### src/rtl/ctmr_pkg.sv
package ctmr_pkg;

  localparam int unsigned ADDR_W = 4;

  typedef enum logic [ADDR_W-1:0] {
    A_FREQ  = 4'd0,
    A_KCTL  = 4'd1,
    A_CVAL  = 4'd2,
    A_TVAL  = 4'd3,
    A_CTL   = 4'd4,
    A_COUNT = 4'd5
  } reg_addr_e;

  typedef struct packed {
    logic istatus;
    logic imask;
    logic enable;
  } ctl_t;

  localparam logic [31:0] FREQ_RESET = 32'h0180_0000;

endpackage

### src/rtl/ctmr_rst_sync.sv
module ctmr_rst_sync #(
  parameter int unsigned STAGES = 2
) (
  input  logic clk,
  input  logic rst_n,
  output logic rst_sync_n
);

  logic [STAGES-1:0] sync_q;
  logic [STAGES-1:0] sync_d;

  always_comb begin
    sync_d = {sync_q[STAGES-2:0], 1'b1};
  end

  always_ff @(posedge clk or negedge rst_n) begin
    if (!rst_n) sync_q <= '0;
    else        sync_q <= sync_d;
  end

  assign rst_sync_n = sync_q[STAGES-1];

endmodule

### src/rtl/ctmr_counter.sv
module ctmr_counter #(
  parameter int unsigned CNT_W = 64
) (
  input  logic             clk,
  input  logic             rst_ni,
  input  logic             cnt_en,
  output logic [CNT_W-1:0] count
);

  logic [CNT_W-1:0] count_q;
  logic [CNT_W-1:0] count_d;

  always_comb begin
    count_d = count_q + {{(CNT_W-1){1'b0}}, 1'b1};
  end

  always_ff @(posedge clk or negedge rst_ni) begin
    if (!rst_ni)     count_q <= '0;
    else if (cnt_en) count_q <= count_d;
  end

  assign count = count_q;

  AST_CNT_STEP: assert property (@(posedge clk) disable iff (!rst_ni)
    cnt_en |=> (count == $past(count) + 1'b1));
  AST_CNT_HOLD: assert property (@(posedge clk) disable iff (!rst_ni)
    !cnt_en |=> $stable(count));

endmodule

### src/rtl/ctmr_cfgregs.sv
module ctmr_cfgregs #(
  parameter int unsigned REG_W = 32
) (
  input  logic             clk,
  input  logic             rst_ni,
  input  logic             freq_wr,
  input  logic             kctl_wr,
  input  logic [REG_W-1:0] wdata,
  output logic [REG_W-1:0] freq,
  output logic [REG_W-1:0] kctl
);
  import ctmr_pkg::*;

  logic [REG_W-1:0] freq_q;
  logic [REG_W-1:0] kctl_q;

  always_ff @(posedge clk or negedge rst_ni) begin
    if (!rst_ni)      freq_q <= REG_W'(FREQ_RESET);
    else if (freq_wr) freq_q <= wdata;
  end

  always_ff @(posedge clk or negedge rst_ni) begin
    if (!rst_ni)      kctl_q <= '0;
    else if (kctl_wr) kctl_q <= wdata;
  end

  assign freq = freq_q;
  assign kctl = kctl_q;

  AST_FREQ_KEEP: assert property (@(posedge clk) disable iff (!rst_ni)
    !freq_wr |=> $stable(freq));
  AST_KCTL_KEEP: assert property (@(posedge clk) disable iff (!rst_ni)
    !kctl_wr |=> $stable(kctl));

endmodule

### src/rtl/ctmr_compare.sv
module ctmr_compare #(
  parameter int unsigned CNT_W = 64,
  parameter int unsigned TV_W  = 32
) (
  input  logic             clk,
  input  logic             rst_ni,
  input  logic [CNT_W-1:0] count,
  input  logic             cval_wr,
  input  logic             tval_wr,
  input  logic             ctl_wr,
  input  logic [CNT_W-1:0] wdata,
  output logic [CNT_W-1:0] cval,
  output logic [TV_W-1:0]  tval,
  output ctmr_pkg::ctl_t   ctl,
  output logic             irq
);
  import ctmr_pkg::*;

  localparam int unsigned EXT_W = CNT_W - TV_W;

  logic [CNT_W-1:0] cmp_q, cmp_d, cmp_new, delta;
  logic [CNT_W-1:0] remain;
  logic             cmp_load;
  logic             status_q, status_d;
  logic             en_q, en_d, mask_q, mask_d;

  always_comb begin
    delta    = {{EXT_W{wdata[TV_W-1]}}, wdata[TV_W-1:0]};
    cmp_load = cval_wr | tval_wr;
    cmp_new  = cval_wr ? wdata : (count + delta);
    cmp_d    = cmp_load ? cmp_new : cmp_q;
    if (cmp_load) status_d = (count >= cmp_new);
    else          status_d = status_q | (count >= cmp_q);
    en_d     = ctl_wr ? wdata[0] : en_q;
    mask_d   = ctl_wr ? wdata[1] : mask_q;
    remain   = cmp_q - count;
  end

  always_ff @(posedge clk or negedge rst_ni) begin
    if (!rst_ni)       cmp_q <= '0;
    else if (cmp_load) cmp_q <= cmp_d;
  end

  always_ff @(posedge clk or negedge rst_ni) begin
    if (!rst_ni) status_q <= 1'b0;
    else         status_q <= status_d;
  end

  always_ff @(posedge clk or negedge rst_ni) begin
    if (!rst_ni) begin
      en_q   <= 1'b0;
      mask_q <= 1'b0;
    end else if (ctl_wr) begin
      en_q   <= en_d;
      mask_q <= mask_d;
    end
  end

  assign cval        = cmp_q;
  assign tval        = remain[TV_W-1:0];
  assign ctl.istatus = status_q;
  assign ctl.imask   = mask_q;
  assign ctl.enable  = en_q;
  assign irq         = status_q & en_q & ~mask_q;

  AST_STATUS_ON_LOAD: assert property (@(posedge clk) disable iff (!rst_ni)
    cmp_load |=> (status_q == ($past(count) >= cmp_q)));
  AST_STATUS_REACH: assert property (@(posedge clk) disable iff (!rst_ni)
    (!cmp_load && (count >= cmp_q)) |=> status_q);
  AST_STATUS_STICKY: assert property (@(posedge clk) disable iff (!rst_ni)
    (status_q && !cmp_load) |=> status_q);
  AST_IRQ_GATED: assert property (@(posedge clk) disable iff (!rst_ni)
    irq |-> (ctl.enable && !ctl.imask && ctl.istatus));
  AST_CTL_KEEP: assert property (@(posedge clk) disable iff (!rst_ni)
    !ctl_wr |=> ($stable(en_q) && $stable(mask_q)));

endmodule

### src/rtl/core_cmp_timer.sv
module core_cmp_timer #(
  parameter int unsigned CNT_W = 64,
  parameter int unsigned TV_W  = 32,
  parameter int unsigned REG_W = 32
) (
  input  logic                        clk,
  input  logic                        rst_n,
  input  logic                        cnt_en,
  input  logic                        wr_en,
  input  logic [ctmr_pkg::ADDR_W-1:0] addr,
  input  logic [CNT_W-1:0]            wdata,
  output logic [CNT_W-1:0]            rdata,
  output logic                        irq
);
  import ctmr_pkg::*;

  logic             rst_ni;
  logic [CNT_W-1:0] count;
  logic [CNT_W-1:0] cval;
  logic [TV_W-1:0]  tval;
  logic [REG_W-1:0] freq, kctl;
  ctl_t             ctl;
  logic             sel_freq, sel_kctl, sel_cval, sel_tval, sel_ctl;

  ctmr_rst_sync #(.STAGES(2)) u_rst (
    .clk(clk), .rst_n(rst_n), .rst_sync_n(rst_ni)
  );

  always_comb begin
    sel_freq = wr_en && (addr == A_FREQ);
    sel_kctl = wr_en && (addr == A_KCTL);
    sel_cval = wr_en && (addr == A_CVAL);
    sel_tval = wr_en && (addr == A_TVAL);
    sel_ctl  = wr_en && (addr == A_CTL);
  end

  ctmr_counter #(.CNT_W(CNT_W)) u_cnt (
    .clk(clk), .rst_ni(rst_ni), .cnt_en(cnt_en), .count(count)
  );

  ctmr_cfgregs #(.REG_W(REG_W)) u_cfg (
    .clk(clk), .rst_ni(rst_ni),
    .freq_wr(sel_freq), .kctl_wr(sel_kctl),
    .wdata(wdata[REG_W-1:0]),
    .freq(freq), .kctl(kctl)
  );

  ctmr_compare #(.CNT_W(CNT_W), .TV_W(TV_W)) u_cmp (
    .clk(clk), .rst_ni(rst_ni), .count(count),
    .cval_wr(sel_cval), .tval_wr(sel_tval), .ctl_wr(sel_ctl),
    .wdata(wdata), .cval(cval), .tval(tval), .ctl(ctl), .irq(irq)
  );

  always_comb begin
    case (addr)
      A_FREQ:  rdata = CNT_W'(freq);
      A_KCTL:  rdata = CNT_W'(kctl);
      A_CVAL:  rdata = cval;
      A_TVAL:  rdata = CNT_W'(tval);
      A_CTL:   rdata = CNT_W'(ctl);
      A_COUNT: rdata = count;
      default: rdata = '0;
    endcase
  end

  AST_COUNT_RO: assert property (@(posedge clk) disable iff (!rst_ni)
    (wr_en && (addr == A_COUNT) && !cnt_en) |=> $stable(count));
  AST_SPARE_ZERO: assert property (@(posedge clk) disable iff (!rst_ni)
    (addr > A_COUNT) |-> (rdata == '0));

endmodule

### config.mk
export PLATFORM = sky130hd
export DESIGN_NAME = core_cmp_timer
export DESIGN_NICKNAME = d
export VERILOG_FILES = /design/src/rtl/ctmr_pkg.sv /design/src/rtl/ctmr_rst_sync.sv /design/src/rtl/ctmr_counter.sv /design/src/rtl/ctmr_cfgregs.sv /design/src/rtl/ctmr_compare.sv /design/src/rtl/core_cmp_timer.sv
export SDC_FILE = /design/constraint.sdc
export NUM_CORES = 1
export LEC_CHECK = 0
export ABC_AREA = 1
export BUFFER_PORTS_ARGS = -buffer_cell sky130_fd_sc_hd__buf_2
export CAP_MARGIN = 40
export CORE_AREA = 2 2 205 207
export CTS_BUF_LIST = sky130_fd_sc_hd__clkbuf_16
export DETAILED_ROUTE_END_ITERATION = 10
export DIE_AREA = 0 0 207 209
export PLACE_DENSITY = 0.65
export SETUP_SLACK_MARGIN = 0.2
export SLEW_MARGIN = 10
export SYNTH_ARGS = -nofsm -noshare
export SYNTH_HDL_FRONTEND = slang
export SYNTH_SLANG_ARGS = --single-unit
### constraint.sdc
create_clock -name clk -period 11.95 [get_ports clk]
set_input_delay 1.7925 -clock clk [delete_from_list [all_inputs] [get_ports clk]]
set_output_delay 1.7925 -clock clk [all_outputs]
set_load 0.03 [all_outputs]
# After elaboration in Yosys (flattened, before gate mapping)

Cells that the tools add are included.

ROM bits: 0
Output and inout bits: 65
Memory bits (writable): 0
Memories kept: 0
Input bits: 72
Bits in registers: 197
Latch bits: 0

Div/mod/pow operators: 0
Equal/unequal tests: 5
$add $sub $neg: 3
Shift operators: 0
Mux-type cells: 3
Reductions and logical operators: 6
$lt $le $gt $ge: 2
Bitwise logic cells: 5
Multipliers: 0

Operator list:

| kind                    | count |
|---|---|
| $pmux W64 S6            | 1 |
| $ge A64 B64 Y1          | 2 |
| $add A64 B1 Y64 const B | 1 |
| $add A64 B64 Y64        | 1 |
| $mux W64                | 1 |
| $sub A32 B32 Y32        | 1 |
| $eq A4 B2 Y1 const B    | 2 |
| $eq A4 B3 Y1 const B    | 2 |
| $logic_and A1 B1 Y1     | 5 |
| $eq A4 B1 Y1 const B    | 1 |
| $logic_not A4 Y1        | 1 |
| $and A1 B1 Y1           | 2 |
| $or A1 B1 Y1            | 2 |
| $mux W1                 | 1 |
| $not A1 Y1              | 1 |

# Logic depth before layout (Yosys ltp)

Gate-level depths: netlist (run 1).

Word-level depth: 5
Gate-level depth with buffers: 27
Mapped depth without buffers: 27

# By module

A second synthesis (run 1) with hierarchy kept.

Cell total of the unflattened synthesis: 3754
Area total of the unflattened synthesis: 22580.4 sq um

By module, submodules not included:

| module         | area an instance (sq um) | times used | sequential area each (sq um) | cells an instance |
|---|---|---|---|---|
| ctmr_compare   | 14014.7                  | 1          | 1676.6                       | 2465 |
| ctmr_counter   | 3769.9                   | 1          | 1601.5                       | 500 |
| ctmr_cfgregs   | 2537.4                   | 1          | 1604.0                       | 272 |
| core_cmp_timer | 2204.6                   | 1          | 0.0                          | 514 |
| ctmr_rst_sync  | 53.8                     | 1          | 50.0                         | 3 |

# Worst setup path before layout (run 1)

OpenSTA, ideal clock, no wires.

Path kind: input-to-output
Start: input port addr[3] (netlist bit)
End: output port rdata[27]
Buffers on the path: 1
Setup slack: 6.788 ns
Data arrival time: 3.369 ns
Cell stages on the path: 6
Cell sequence: nor2_1 > nand2_1 > nor2_1 > clkbuf_1 > o21ai_0 > o21ai_0

Word-level cells in the longest chain between the ends: 2

RTL lines:

| item                                       | RTL line             | text |
|---|---|---|
| start, declared                            | core_cmp_timer.sv:10 | `input logic [ctmr_pkg::ADDR_W-1:0] addr,` |
| $eq A4 B3 Y1, or another cell as far along | core_cmp_timer.sv:55 | `case (addr)` |
| $pmux W64 S6 *                             | core_cmp_timer.sv:55 |  |
| end, declared                              | core_cmp_timer.sv:12 | `output logic [CNT_W-1:0] rdata,` |

Mark *: on every way between the ends. The rest lies on a longest branch, timed or not.

# Worst setup path in the final report (run 1)

Start: input port addr[3] (netlist bit)
End: output port rdata[41]

The elaborated chain is that of the path after synthesis.

==> results of run 1 <==
[sequential cells by signal, summed over array words and instances, names as in the netlist]
| signal | count |
|---|---|
| u_cfg.freq | 32 |
| u_cfg.kctl | 32 |
| u_cmp.cval | 64 |
| u_cmp.en_q | 1 |
| u_cmp.mask_q | 1 |
| u_cmp.status_q | 1 |
| u_cnt.count | 64 |
| u_rst.sync_q | 2 |
[power by group]
part	switching, W	internal [W]	total, W
sequential	0.000127	0.000781	0.000908
combinational	0.000820	0.000442	0.00126
clock	0.000298	0.000270	0.000568
[worst register-to-register path, delay by kind of cell (launching register included)]
kind                     cells  cell delay (ns)
adder cells (fa/ha/maj)      3             1.02
buffers and inverters        2             0.21
flip-flops                   1             0.59
AND/OR/NAND/NOR             21             2.58
[metal layers]
metal	track usage, %	vias to the layer above	wire (microns)
met2	61.4	826	36700
met5	0	-	54
met3	7.63	224	5560
met4	20.5	8	4820
met1	42.4	10200	31100
li1	-	10700	-
[stage by stage]
stage                     total power [W]  area [sq um]  utilization [%]
after floorplan                   0.00177         20600                -
after global placement            0.00212         21900             52.9
after global routing              0.00294         22700             54.9
after CTS                         0.00273         22600             54.8
final                             0.00274         22700             54.9
after detailed placement          0.00215         22100             53.4
[kinds of logic after synthesis]
group,after synthesis,share of synthesized area [%]
other,1,0.0182
xor gates and xnor gates,103,4.37
DFF,197,23.9
adders and majority gates,225,13.7
and+or+nand+nor,1609,33.1
AOI/OAI and AO/OA,494,13.7
buffers and inverters,617,11.2
[final cells by class]
type | count | area share [%]
Antenna cell | 3 | 0.0331
Clock buffer | 17 | 1.88
Clock inverter | 15 | 0.530
Inverter | 554 | 9.17
Multi-Input combinational cell | 2432 | 59.1
Sequential cell | 197 | 21.8
Tap cell | 539 | 2.97
Timing Repair Buffer | 157 | 4.51
[Yosys cell counts, types with 10 or more instances]
cell type	number
nand2_1	1047
inv_1	546
ha_1	223
nor2_1	203
o21ai_0	199
dfrtp_1	195
nand3_1	159
a21oi_1	156
xor2_1	70
nor3_1	55
clkbuf_1	51
nand4_1	39
or2_2	33
xnor2_1	33
a221oi_1	32
o22ai_1	26
o211ai_1	20
nor4_1	17
o21ai_1	14
nand3b_1	12
a22o_1	10
buf_1	10
o21a_1	10
o21bai_1	10
[placed cells by master, fill, tap and decap left out, drive strengths merged, types with 13 or more instances in the layout]
| cell type | count |
|---|---|
| nor2 | 217 |
| o21ai | 213 |
| nand4 | 41 |
| a221oi | 32 |
| ha | 223 |
| nand3b | 13 |
| clkbuf | 17 |
| nand2 | 1053 |
| or2 | 37 |
| dfrtp | 195 |
| xnor2 | 33 |
| inv | 555 |
| xor2 | 70 |
| nor3 | 62 |
| nand3 | 163 |
| o22ai | 26 |
| a21oi | 156 |
| o211ai | 20 |
| buf | 157 |
| nor4 | 18 |
[worst max-delay path by stage]
stage	from	end	cells after the start
after CTS	addr[3]	rdata[41]	9
after global routing	addr[3]	rdata[41]	9
final	addr[3]	rdata[41]	9
after detailed placement	addr[3]	rdata[41]	9
after floorplan	u_rst.sync_q[1]	u_cfg.freq[0]	0
after global placement	addr[1]	rdata[31]	8
==> metrics.txt, run 1 <==
Antenna Nets Post-Route 0; f_max 166 MHz; WHS 0.323 ns; sequential share of the synthesized area 23.9%; R2R depth 26; Min-Delay Path Class reg -> async; Resize count post-CTS 0; Worst R2R End u_cmp.status_q; Chip Width 207 microns; MaxCap Viol Count 0; post-CTS setup buffers 0; Worst-Margin Slew 0.829 ns; register area 0.00494 sq mm; setup slack, reg-to-reg 7.48 ns; row cnt 75; Setup CP Type in -> out; clk slew on worst S/H paths 0.09 ns; worst-path maximum fanout 38; largest net degree at the start of global routing 71; min Tclk post-route 6.02 ns; Total GRT Usage 36.1%; max-slew violations 0; post-detail-place hpwl 65,100 microns; skew final 0.0161 ns; Yosys cell types 53; CP peak stage delay 0.42 ns; CTS Buf Count 17; TritonCTS clock tree built; RR Startpoint u_cnt.count[0]; outcome finished clean; setup slack after layout 5.93 ns; GRT overflow 0; Synth area leader dfrtp_1; Syn. warnings 0; LEAKAGE 12.7 nW; Post-Place Setup Slack 6.01 ns; Die Height 209 microns; Non-Filler Instances 3,914; Placed Cells 3,877; Slew HR 44.1%; Critical-path top delay cell o21ai_0; Bufs and invs on worst path 5; RSZ-0062 raised after global routing false; antenna violations before repair 8; CP arrival 4.23 ns; DRC 0; clock latency on the worst-skew pair 0.51 ns; Core Area 0.0413 sq mm; fillers 4,288; Cell Area, Synth 0.0206 sq mm; Cells after Synth 3,246; synth top area cells dfrtp_1 24%, nand2_1 19%, ha_1 14%, inv_1 9.9%, o21ai_0 4.8%; worst-case clock buffer depth 2; starting density of the core 49.9%; Die ar. 0.0433 sq mm; aggregate routed wire length 78,300 microns; gpl congestion 1.02; mean post-synth cell area 6.35 sq um; Final Hold Vio Count 0; syn_nets 3,543; hold_buf cts 0; vias in the first global route 21,400; io pins 137; Yosys top cell area share 23.7%; H-tree depth 4; initial DRC count 1,670; kind of cell adding the most delay to the critical path buffers and inverters; pwr dens 121 mW/mm^2; first-pass GRT wire length 120,000 microns; final clock period utilization by the worst path 50.4%; Vias/cell 5.59; Port Buffers 136; WP data required 10.16 ns; synthesis-stage register bit count 197; Final nets 3,656; root buffer cell clkbuf_16; area delta synth->final 9.92%; crit start category input pin; Routed WL per cell 20.0 microns; Sink Count 197; drt pass-1 iters 8; Async S/R FF share, synth 100%; CP Capture Type output pin; total number of vias 21,900; Multi-input gate area 0.0134 sq mm; Critical Path, Cell by Cell buf_2, nor2_1, nand2_1, nor2_2, buf_4, clkinv_1, buf_4, o21ai_0, buf_2; layout cell share with drive strength beyond 1 7.92%; Worst VDD drop 0.000103 V; TNS Setup 0 ns; Setup Viol. Count Final 0; ys flop type dfrtp_1; Post-synth EDFFs 0
Power figures use the tool's default switching activity.
==> run 2, diff against run 1 <==
- PLACE_DENSITY: 0.65 -> 0.68
- clock period: 11.95 -> 5.3 ns (I/O delays scaled with it)
==> metrics.txt, run 2 (synthesis results as in run 1) <==
outcome finished clean; Setup CP Type in -> reg; layout cell share with drive strength beyond 1 8.24%; Sw Share 45.1%; Routed WL per cell 20.3 microns; Slew HR 46.6%; CP Capture Type flop; f_max 228 MHz; Antenna Nets Post-Route 0; final clock period utilization by the worst path 82.6%; worst-case clock buffer depth 2; Total GRT Usage 36.7%; Setup Viol. Count Final 0; Resize count post-CTS 0; Final nets 3,669; initial DRC count 1,808; post-detail-place hpwl 66,000 microns; hold_buf cts 0; most frequent cells in the layout 1,043 x nand2_1, 547 x inv_1, 223 x ha_1, 202 x nor2_1, 199 x o21ai_0; root buffer cell clkbuf_16; CP peak stage delay 0.49 ns; crit start category input pin; total power draw 0.00632 W; Die Height 209 microns; combinational share of power 46.6%; largest net degree at the start of global routing 114; row cnt 75; Worst-Margin Slew 0.801 ns; io pins 137; Final Hold Vio Count 0; CP arrival 4.82 ns; RSZ-0062 raised after global routing false; Psw 0.00285 W; clock latency on the worst-skew pair 0.51 ns; Clock power frac 21.6%; DRC 0; WHS 0.0495 ns; # diodes 0; antenna violations before repair 1; most common cell after layout, fill and taps aside nand2_1; Bufs and invs on worst path 3; Crit path top cell by count nand2_1; Vias/cell 5.60; Die ar. 0.0433 sq mm; TritonCTS clock tree built; Sink Count 197; Non-Filler Instances 3,923; Seq pwr share 31.7%; Chip Width 207 microns; Critical-path top delay cell buf_2; design area 0.0226 sq mm; Cell Int Power 0.00347 W; MaxCap Viol Count 0; total number of vias 22,000; clk slew on worst S/H paths 0.09 ns; Min-Delay Path Class in -> async; first-pass GRT wire length 122,000 microns; skew final 0.0283 ns; gpl congestion 1.04; GR peak layer met2; Core Area 0.0413 sq mm; CTS Buf Count 17; post-CTS setup buffers 0; TNS Setup 0 ns; pwr dens 279 mW/mm^2; area delta synth->final 9.79%; min Tclk post-route 4.38 ns; met1 Use GR 42.5%; LEAKAGE 12.7 nW; kind of cell adding the most delay to the critical path simple AND/OR/NAND/NOR gates; aggregate routed wire length 79,800 microns; GR Layer Usage met2 62.1%; drt pass-1 iters 6; Port Buffers 136; Worst VDD drop 0.000254 V; GRT overflow 0; starting density of the core 49.9%; GRT met3 Usage 7.51%; Placed Cells 3,892; vias in the first global route 21,800; H-tree depth 4; worst-path maximum fanout 18; max-slew violations 0; WP data required 5.74 ns; placed cell area 0.0221 sq mm
run 2: changes by cell type in the layout (fill, tap and decap cells not counted), sizes merged:
cell / change
buf: +13
clkinv: -3
diode: -3
bufinv: +2
clkinvlp: +1
inv: -1
run 2: power by group through the flow:
stage | Sequential, W | Combinational (W) | Clock, W
after CTS | 0.00200 | 0.00291 | 0.00138
after floorplan | 0.00197 | 0.00201 | 0
final | 0.00201 | 0.00295 | 0.00137
after global routing | 0.00204 | 0.00330 | 0.00143
after global placement | 0.00201 | 0.00282 | 0
after detailed placement | 0.00202 | 0.00289 | 0
run 2: per-stage QoR:
stage / util [%] / setup WS (ns)
floorplan: - / 1.82
global placement: 53.4 / 0.516
detailed placement: 53.4 / 0.477
CTS: 54.8 / 0.983
global route: 54.8 / 0.525
finish: 54.8 / 0.920
run 2: worst paths after layout:
path	to	depth (start not counted)	slack, ns	from
max	u_cmp.status_q	25	0.92	wdata[31]
min	u_rst.sync_q[1]	1	0.05	rst_n
max reg2reg	u_cmp.status_q	25	0.95	u_cnt.count[1]
min in group clk	u_rst.sync_q[1]	0	0.35	u_rst.sync_q[0]
max in group asynchronous	u_cfg.kctl[23]	1	3.82	u_rst.sync_q[1]
min reg2reg	u_cmp.cval[52]	0	0.29	u_rst.sync_q[1]
run 2: routing by layer:
layer / part of all wire, % / wire [microns]
met1: 39 / 31200
met2: 47 / 37200
met3: 7.2 / 5730
met4: 7.0 / 5590
met5: 0.010 / 8
run 2: cell type report:
cell class                      instances  area, sq um
Clock buffer                           17          425
Clock inverter                         14          151
Fill cell                            4246        18600
Inverter                              554         2080
Multi-Input combinational cell       2432        13400
Sequential cell                       197         4940
Tap cell                              539          674
Timing Repair Buffer                  170          973
